===== src/rtl/mdio_pkg.sv =====
package mdio_pkg;
  localparam int CMD_VLD_HI = 30;
  localparam int CMD_VLD_LO = 17;
  localparam int CMD_RD     = 29;
  localparam int CMD_WR     = 28;
  localparam int CMD_PHY_LSB = 23;
  localparam int CMD_REG_LSB = 18;
  localparam int DIV_LSB    = 1;

  typedef enum logic [1:0] {
    OP_WRITE = 2'b01,
    OP_READ  = 2'b10
  } mdio_op_e;

  localparam logic [1:0] SOF_PATTERN = 2'b01;
  localparam logic [1:0] TA_DRIVEN   = 2'b10;
endpackage


===== src/rtl/mdio_mdc_gen.sv =====
module mdio_mdc_gen #(
  parameter int DIV_W = 6
) (
  input  logic             clk,
  input  logic             rst_n,
  input  logic             run_i,
  input  logic [DIV_W-1:0] div_i,
  output logic             mdc_o,
  output logic             rise_o,
  output logic             fall_o
);
  logic [DIV_W-1:0] cnt_q;
  logic             mdc_q;
  logic             tick;

  assign tick   = run_i && (cnt_q >= div_i);
  assign rise_o = tick && !mdc_q;
  assign fall_o = tick && mdc_q;
  assign mdc_o  = mdc_q;

  always_ff @(posedge clk or negedge rst_n) begin
    if (!rst_n) begin
      cnt_q <= '0;
      mdc_q <= 1'b0;
    end else if (!run_i) begin
      cnt_q <= '0;
      mdc_q <= 1'b0;
    end else if (tick) begin
      cnt_q <= '0;
      mdc_q <= ~mdc_q;
    end else begin
      cnt_q <= cnt_q + 1'b1;
    end
  end
endmodule


===== src/rtl/mdio_frame_seq.sv =====
module mdio_frame_seq #(
  parameter int SEQ_LEN = 64,
  parameter int DATA_W  = 16
) (
  input  logic               clk,
  input  logic               rst_n,
  input  logic               start_i,
  input  logic               is_read_i,
  input  logic [SEQ_LEN-1:0] word_i,
  input  logic               rise_i,
  input  logic               fall_i,
  input  logic               mdio_i,
  output logic               busy_o,
  output logic               done_o,
  output logic               mdio_o,
  output logic               mdio_oe_o,
  output logic [DATA_W-1:0]  rd_data_o
);
  localparam int IDX_W   = $clog2(SEQ_LEN);
  localparam int DATA_AT = SEQ_LEN - DATA_W;
  localparam int TA_AT   = DATA_AT - 2;
  localparam logic [IDX_W-1:0] LAST_IDX = IDX_W'(SEQ_LEN - 1);

  logic [SEQ_LEN-1:0] shift_q;
  logic [IDX_W-1:0]   idx_q;
  logic               busy_q;
  logic               rd_q;
  logic [DATA_W-1:0]  cap_q;
  logic               in_data;
  logic               in_release;

  assign in_data    = (32'(idx_q) >= DATA_AT);
  assign in_release = (32'(idx_q) >= TA_AT);
  assign done_o     = busy_q && fall_i && (idx_q == LAST_IDX);
  assign busy_o     = busy_q;
  assign mdio_o     = busy_q ? shift_q[SEQ_LEN-1] : 1'b1;
  assign mdio_oe_o  = busy_q && !(rd_q && in_release);
  assign rd_data_o  = cap_q;

  always_ff @(posedge clk or negedge rst_n) begin
    if (!rst_n) begin
      shift_q <= '0;
      idx_q   <= '0;
      busy_q  <= 1'b0;
      rd_q    <= 1'b0;
      cap_q   <= '0;
    end else if (start_i && !busy_q) begin
      shift_q <= word_i;
      idx_q   <= '0;
      busy_q  <= 1'b1;
      rd_q    <= is_read_i;
    end else if (busy_q) begin
      if (rise_i && rd_q && in_data)
        cap_q <= {cap_q[DATA_W-2:0], mdio_i};
      if (fall_i) begin
        if (idx_q == LAST_IDX) begin
          busy_q <= 1'b0;
        end else begin
          idx_q   <= idx_q + 1'b1;
          shift_q <= {shift_q[SEQ_LEN-2:0], 1'b0};
        end
      end
    end
  end
endmodule


===== src/rtl/mdio_event_reg.sv =====
module mdio_event_reg (
  input  logic clk,
  input  logic rst_n,
  input  logic set_i,
  input  logic w1c_i,
  input  logic en_i,
  output logic event_o,
  output logic irq_o
);
  logic evt_q;

  always_ff @(posedge clk or negedge rst_n) begin
    if (!rst_n)     evt_q <= 1'b0;
    else if (set_i) evt_q <= 1'b1;
    else if (w1c_i) evt_q <= 1'b0;
  end

  assign event_o = evt_q;
  assign irq_o   = evt_q && en_i;
endmodule


===== src/rtl/mdio_frame_ctrl.sv =====
module mdio_frame_ctrl #(
  parameter int REG_W   = 32,
  parameter int DIV_W   = 6,
  parameter int ADDR_W  = 5,
  parameter int DATA_W  = 16,
  parameter int PRE_LEN = 32
) (
  input  logic             clk,
  input  logic             rst_n,
  input  logic             frame_wr_i,
  input  logic [REG_W-1:0] frame_wdata_i,
  output logic [REG_W-1:0] frame_rdata_o,
  input  logic             div_wr_i,
  input  logic [REG_W-1:0] div_wdata_i,
  input  logic             evt_w1c_i,
  input  logic             irq_en_i,
  output logic             event_o,
  output logic             irq_o,
  output logic             busy_o,
  output logic             mdc_o,
  output logic             mdio_o,
  output logic             mdio_oe_o,
  input  logic             mdio_i
);
  import mdio_pkg::*;

  localparam int SEQ_LEN = PRE_LEN + 2 + 2 + 2 * ADDR_W + 2 + DATA_W;

  logic [REG_W-1:0]   frame_q;
  logic [DIV_W-1:0]   div_q;
  logic               cmd_ok;
  logic               cmd_rd;
  logic               start;
  logic               busy;
  logic               done;
  logic               rise, fall;
  logic [DATA_W-1:0]  rd_data;
  logic [SEQ_LEN-1:0] word;
  mdio_op_e           op;

  assign cmd_rd = frame_wdata_i[CMD_RD];
  assign cmd_ok = frame_wdata_i[CMD_VLD_HI] && frame_wdata_i[CMD_VLD_LO]
                  && (frame_wdata_i[CMD_RD] ^ frame_wdata_i[CMD_WR]);
  assign start  = frame_wr_i && !busy && cmd_ok && (div_q != '0);
  assign op     = cmd_rd ? OP_READ : OP_WRITE;
  assign word   = {{PRE_LEN{1'b1}}, SOF_PATTERN, op,
                   frame_wdata_i[CMD_PHY_LSB +: ADDR_W],
                   frame_wdata_i[CMD_REG_LSB +: ADDR_W],
                   TA_DRIVEN, frame_wdata_i[DATA_W-1:0]};

  always_ff @(posedge clk or negedge rst_n) begin
    if (!rst_n) begin
      frame_q <= '0;
      div_q   <= '0;
    end else begin
      if (div_wr_i)
        div_q <= div_wdata_i[DIV_LSB +: DIV_W];
      if (frame_wr_i && !busy)
        frame_q <= frame_wdata_i;
      else if (done && frame_q[CMD_RD])
        frame_q[DATA_W-1:0] <= rd_data;
    end
  end

  mdio_mdc_gen #(.DIV_W(DIV_W)) u_mdc (
    .clk    (clk),
    .rst_n  (rst_n),
    .run_i  (busy),
    .div_i  (div_q),
    .mdc_o  (mdc_o),
    .rise_o (rise),
    .fall_o (fall)
  );

  mdio_frame_seq #(.SEQ_LEN(SEQ_LEN), .DATA_W(DATA_W)) u_seq (
    .clk       (clk),
    .rst_n     (rst_n),
    .start_i   (start),
    .is_read_i (cmd_rd),
    .word_i    (word),
    .rise_i    (rise),
    .fall_i    (fall),
    .mdio_i    (mdio_i),
    .busy_o    (busy),
    .done_o    (done),
    .mdio_o    (mdio_o),
    .mdio_oe_o (mdio_oe_o),
    .rd_data_o (rd_data)
  );

  mdio_event_reg u_evt (
    .clk     (clk),
    .rst_n   (rst_n),
    .set_i   (done),
    .w1c_i   (evt_w1c_i),
    .en_i    (irq_en_i),
    .event_o (event_o),
    .irq_o   (irq_o)
  );

  assign busy_o        = busy;
  assign frame_rdata_o = frame_q;
endmodule


===== config.mk =====
export PLATFORM = sky130hd
export DESIGN_NAME = mdio_frame_ctrl
export DESIGN_NICKNAME = d
export VERILOG_FILES = /design/src/rtl/mdio_pkg.sv /design/src/rtl/mdio_mdc_gen.sv /design/src/rtl/mdio_frame_seq.sv /design/src/rtl/mdio_event_reg.sv /design/src/rtl/mdio_frame_ctrl.sv
export SDC_FILE = /design/constraint.sdc
export NUM_CORES = 1
export LEC_CHECK = 0
export BUFFER_PORTS_ARGS = -buffer_cell sky130_fd_sc_hd__buf_4
export CAP_MARGIN = 20
export CORE_MARGIN = 5
export CORE_UTILIZATION = 60
export DETAILED_ROUTE_END_ITERATION = 7
export PLACE_DENSITY = 0.85
export RECOVER_POWER = 25
export SLEW_MARGIN = 20
export SYNTH_ARGS = -nofsm -noshare
export SYNTH_HDL_FRONTEND = slang
export SYNTH_SLANG_ARGS = --single-unit
export TNS_END_PERCENT = 50

===== constraint.sdc =====
create_clock -name clk -period 6.5 [get_ports clk]
set_input_delay 0.65 -clock clk [delete_from_list [all_inputs] [get_ports clk]]
set_output_delay 0.65 -clock clk [all_outputs]
set_load 0.01 [all_outputs]

== Word-level counts from Yosys, hierarchy flattened ==
Index checks and enable logic that the tools add are counted.
Storage, ports and cells
  output and inout port bits: 38
  input port bits: 71
  flip-flop bits (word level): 134
Operators by class
  equal/unequal tests: 3
  muxes and demuxes: 22
  order comparisons: 3
  add/sub/neg operators: 2
  reductions and logical operators: 27
  bitwise operators: 3
Operator list (count)
  $mux W64: 4
  $mux W6: 6
  $mux W16: 2
  $logic_and A1 B1 Y1: 17
  $add A6 B1 Y6 const B: 2
  $ge A6 B6 Y1 const B: 2
  $mux W1: 9
  $reduce_bool A2 Y1: 4
  $eq A6 B6 Y1 const B: 1
  $ge A6 B6 Y1: 1
  $reduce_and A3 Y1: 2
  $reduce_bool A6 Y1: 1
  $logic_not A1 Y1: 3
  $mux W2: 1
  $ne A2 B1 Y1 const B: 1
  $ne A2 B2 Y1 const B: 1
  $not A1 Y1: 2
  $xor A1 B1 Y1: 1

== Longest topological paths before layout ==
  depth after elaboration: 8
  mapped depth: 10
  gate-level depth less buffers: 7

== Cells and area by module ==
Synthesis repeated with hierarchy kept, for this count alone.
Second synthesis, totals
  cells, all modules: 647
  area total of the unflattened synthesis: 7036.7 um^2
By module, submodules not included
  mdio_frame_seq: cells each 487, instances 1, area an instance 4792.1 um^2, sequential area each 2202.1 um^2
  mdio_frame_ctrl: cells each 108, instances 1, area an instance 1731.7 um^2, sequential area each 950.9 um^2
  mdio_mdc_gen: cells each 48, instances 1, area an instance 470.5 um^2, sequential area each 175.2 um^2
  mdio_event_reg: cells each 4, instances 1, area an instance 42.5 um^2, sequential area each 25.0 um^2

== Worst setup path before layout ==
Ideal clock, no wire load.
  path type: register -> register
  start point: reg u_mdc.cnt_q[4]
  end point: reg u_seq.cap_q[10] (netlist: u_seq.rd_data_o[10])
  clock period less this slack: 2.111 ns
  required time: 6.372 ns
  data arrival time: 1.984 ns
  stages on the path, launching flop included: 8
  slack: 4.389 ns
  setup time: 0.128 ns
  cells stage by stage: dfrtp_1 ha_1 nand4_1 nor2_1 a21oi_2 nor4_4 buf_6 mux2_1
Between the ends
  word-level cells in the longest chain between the ends: 6
Ends and longest elaborated chain
  from (decl): line mdio_mdc_gen.sv:12  | logic [DIV_W-1:0] cnt_q;
  from (signal assigned): line mdio_mdc_gen.sv:32  | cnt_q <= cnt_q + 1'b1;
  $ge A6 B6 Y1: line mdio_mdc_gen.sv:16  | assign tick = run_i && (cnt_q >= div_i);
  $logic_and A1 B1 Y1: line mdio_mdc_gen.sv:16
  $logic_and A1 B1 Y1: line mdio_mdc_gen.sv:17  | assign rise_o = tick && !mdc_q;
  $logic_and A1 B1 Y1 (2 in a row): line mdio_frame_seq.sv:53  | if (rise_i && rd_q && in_data)
  $reduce_and A3 Y1 (no line)
  to (signal assigned): line mdio_frame_seq.sv:54  | cap_q <= {cap_q[DATA_W-2:0], mdio_i};
  to (decl): line mdio_frame_seq.sv:28  | logic [DATA_W-1:0] cap_q;
Every way passes these cells.
A chain may end at the register's enable or synchronous reset.

==> impl_metrics.env <==
export IMPL_ff2ff_path_depth=6
export IMPL_cts_sinks=134
export IMPL_syn_area_mm2=0.005998
export IMPL_power_leakage_nw=3.316
export IMPL_hold_path_depth=2
export IMPL_synth_edf_count=0
export IMPL_hold_class="in2reg"
export IMPL_p_per_area_mw_per_mm2=472.9
export IMPL_cts_clk_slew_worst_paths_ns=0.06
export IMPL_synth_seq_area_share=0.5590
export IMPL_slew_viol_final=112
export IMPL_syn_avg_cell_area_um2=10.15
export IMPL_critPathBufInv=2
export IMPL_worst_path_stages=2
export IMPL_setup_tns_ns=0
export IMPL_clk_latency_ns=0.52
export IMPL_avgRoutedWirePerCell_um=18.19
export IMPL_ys_ff_latch=134
export IMPL_failed_checks="max-capacitance violations, max-slew violations"
export IMPL_htreeDepth=4
export IMPL_vias_per_cell=6.051
export IMPL_fp_dieW_um=110.0
export IMPL_final_antenna_net_count=0
export IMPL_clock_root_buffer="clkbuf_8"
export IMPL_worstPathMaxFanout=73
export IMPL_drtIter0Drc=428
export IMPL_synth_ff_type="dfrtp_1"
export IMPL_dpl_hpwl_um=8886
export IMPL_synth_top_cell_area_share=0.5590
export IMPL_gp_congestion=0.8722
export IMPL_grtUsageTotal=0.2647
export IMPL_cts_hold_buf=0
export IMPL_synth_top_cells_by_area="dfrtp_1 (56%), nand2_1 (4.9%), nand3_1 (4.0%)"
export IMPL_coreArea_mm2=0.009774
export IMPL_drcViolationCount=0
export IMPL_drt_total_wl_um=14680
export IMPL_grt_pass1_wl_um=24630
export IMPL_drtPass1Iterations=5
export IMPL_die_area_mm2=0.01210
export IMPL_fin_crit_ns=3.473
export IMPL_syn2layout_area_growth_pct=22.11
export IMPL_port_buffers=82
export IMPL_layout_nets=740
export IMPL_path_cells="clkbuf_1 -> buf_4"
export IMPL_start_util=0.6137
export IMPL_synthCells=591
export IMPL_num_antenna_cells=0
export IMPL_crit_slowest_cell="clkbuf_1"
export IMPL_synthDistinctLibCells=51
export IMPL_crit_arrival_ns=4.00
export IMPL_max_slew_margin_rel=-1.188
export IMPL_cts_resized=0
export IMPL_antenna_found_initial=0
export IMPL_final_util=0.7494
export IMPL_clock_fmax_mhz=287.9
export IMPL_status="complete, but fails checks"
export IMPL_slowest_delay_ns=2.27
export IMPL_rows=36
export IMPL_cp_top_family="buffers and inverters"
export IMPL_maxCapViolCount=2
export IMPL_synth_top_cells_by_count="dfrtp_1 (134), nand2_1 (79), nor2_1 (50)"
export IMPL_yosysWarningCount=0
export IMPL_yosysTopAreaCell="dfrtp_1"
export IMPL_grt_max_degree=74
export IMPL_async_flop_share=1.000
export IMPL_synthesis_nets=670
export IMPL_critPathLaunchType="input pin"
export IMPL_die_h_um=110.0
export IMPL_cp_end_kind="async pin"
export IMPL_peakVddDrop_mv=0.2737
export IMPL_worstMarginPinSlew_ns=3.282
export IMPL_worst_ep_required_time_ns=7.03
export IMPL_cts_tree="built"
export IMPL_cts_buffers=17
export IMPL_num_vias=4883
export IMPL_cts_max_path_buffers=2
export IMPL_grt_pass1_vias=4877
export IMPL_setup_viol=0
export IMPL_synth_most_common_cell="dfrtp_1"
export IMPL_rsz0062_at_grt="false"
export IMPL_drive_gt1_frac=0.2077
export IMPL_grt_overflow=0
export IMPL_hold_viol=0
export IMPL_pin_count=109
export IMPL_critPathKind="in2async"
export IMPL_final_period_utilization=0.5343
export IMPL_postCtsSetupBuffers=0
export IMPL_fin_worst_skew_ns=0.008659
flip-flops by register name (all words and copies together), names as in the netlist:
name	count
div_q	6
frame_rdata_o	32
u_evt.event_o	1
u_mdc.cnt_q	6
u_mdc.mdc_o	1
u_seq.busy_o	1
u_seq.idx_q	6
u_seq.rd_data_o	16
u_seq.rd_q	1
u_seq.shift_q	64
layer usage:
| layer | vias up | wire length [um] | track usage |
|---|---|---|---|
| met1 | 2428 | 6302 | 0.3606 |
| met5 | - | 0 | 0 |
| met4 | 0 | 311 | 0.09172 |
| met2 | 202 | 7141 | 0.4190 |
| met3 | 31 | 928 | 0.06290 |
| li1 | 2222 | - | - |
through the flow:
stage                     hold slack (ns)  setup slack (ns)  cell area [um^2]  instances  power (W)
final                              0.3071             3.027              7325        807   0.003464
after global routing               0.2913             2.239              7325        807   0.003655
after CTS                          0.2279             3.347              7318        806   0.003468
after detailed placement           0.4553             3.479              6670        774   0.002396
after global placement             0.4541             3.543              6670        774   0.002327
after floorplan                    0.3544             4.389              5998        591   0.001997
placed cells by master (no fill, tap or decap), types with 2 or more instances in the layout:
| cell | n |
|---|---|
| nor2_1 | 50 |
| bufinv_16 | 5 |
| xor2_1 | 2 |
| or3_1 | 9 |
| inv_1 | 20 |
| a221o_1 | 13 |
| nand3_1 | 48 |
| xnor2_1 | 4 |
| clkbuf_16 | 16 |
| and2_1 | 15 |
| nand2_1 | 79 |
| a21o_1 | 4 |
| o211ai_1 | 10 |
| a21oi_1 | 15 |
| o31ai_1 | 3 |
| a31oi_1 | 2 |
| and3_1 | 3 |
| o32a_1 | 12 |
| mux2_1 | 6 |
| buf_4 | 91 |
| o21ai_0 | 25 |
| mux2_2 | 7 |
| o311ai_0 | 2 |
| clkinv_2 | 2 |
| o21ai_1 | 26 |
| nand4_1 | 3 |
| clkbuf_8 | 6 |
| a31o_2 | 2 |
| o32ai_1 | 2 |
| ha_1 | 8 |
| nor3_1 | 2 |
| o21a_1 | 13 |
| dfrtp_1 | 134 |
| o31a_1 | 7 |
| nand2b_1 | 2 |
| clkbuf_1 | 5 |
| mux2i_1 | 5 |
final cells by class:
| cell class | count | area [um^2] |
|---|---|---|
| Fill cell | 641 | 2450 |
| Inverter | 20 | 75.07 |
| Sequential cell | 134 | 3353 |
| Timing Repair Buffer | 94 | 704.4 |
| Clock inverter | 8 | 167.7 |
| Tap cell | 133 | 166.4 |
| Multi-Input combinational cell | 394 | 2377 |
| Clock buffer | 24 | 480.5 |
path summary, 6_finish.rpt:
| check | startpoint | endpoint | slack, ns |
|---|---|---|---|
| min in group asynchronous | rst_n | frame_rdata_o[6] | 1.22 |
| worst min-delay path | evt_w1c_i | u_evt.event_o | 0.31 |
| worst min register to register | u_seq.idx_q[3] | u_seq.idx_q[3] | 0.47 |
| worst max register to register | u_seq.busy_o | frame_rdata_o[1] | 3.38 |
| max in group clk | u_seq.busy_o | frame_rdata_o[1] | 3.38 |
| worst max-delay path | rst_n | frame_rdata_o[11] | 3.03 |
cell families after synthesis:
family / synth area share
AO/OA/AOI/OAI: 0.1690
XOR/XNOR: 0.008761
adder cells (fa/ha/maj): 0.01669
buffers and inverters: 0.04631
flip-flops: 0.5590
multiplexers: 0.03275
AND/OR/NAND/NOR: 0.1675
where the power goes:
group | switching, W | internal (W)
Combinational | 0.000567 | 0.000450
Clock | 0.000340 | 0.000702
Sequential | 0.000234 | 0.00117
Total | 0.00114 | 0.00232
No activity file was read; power rests on OpenSTA's default activity.
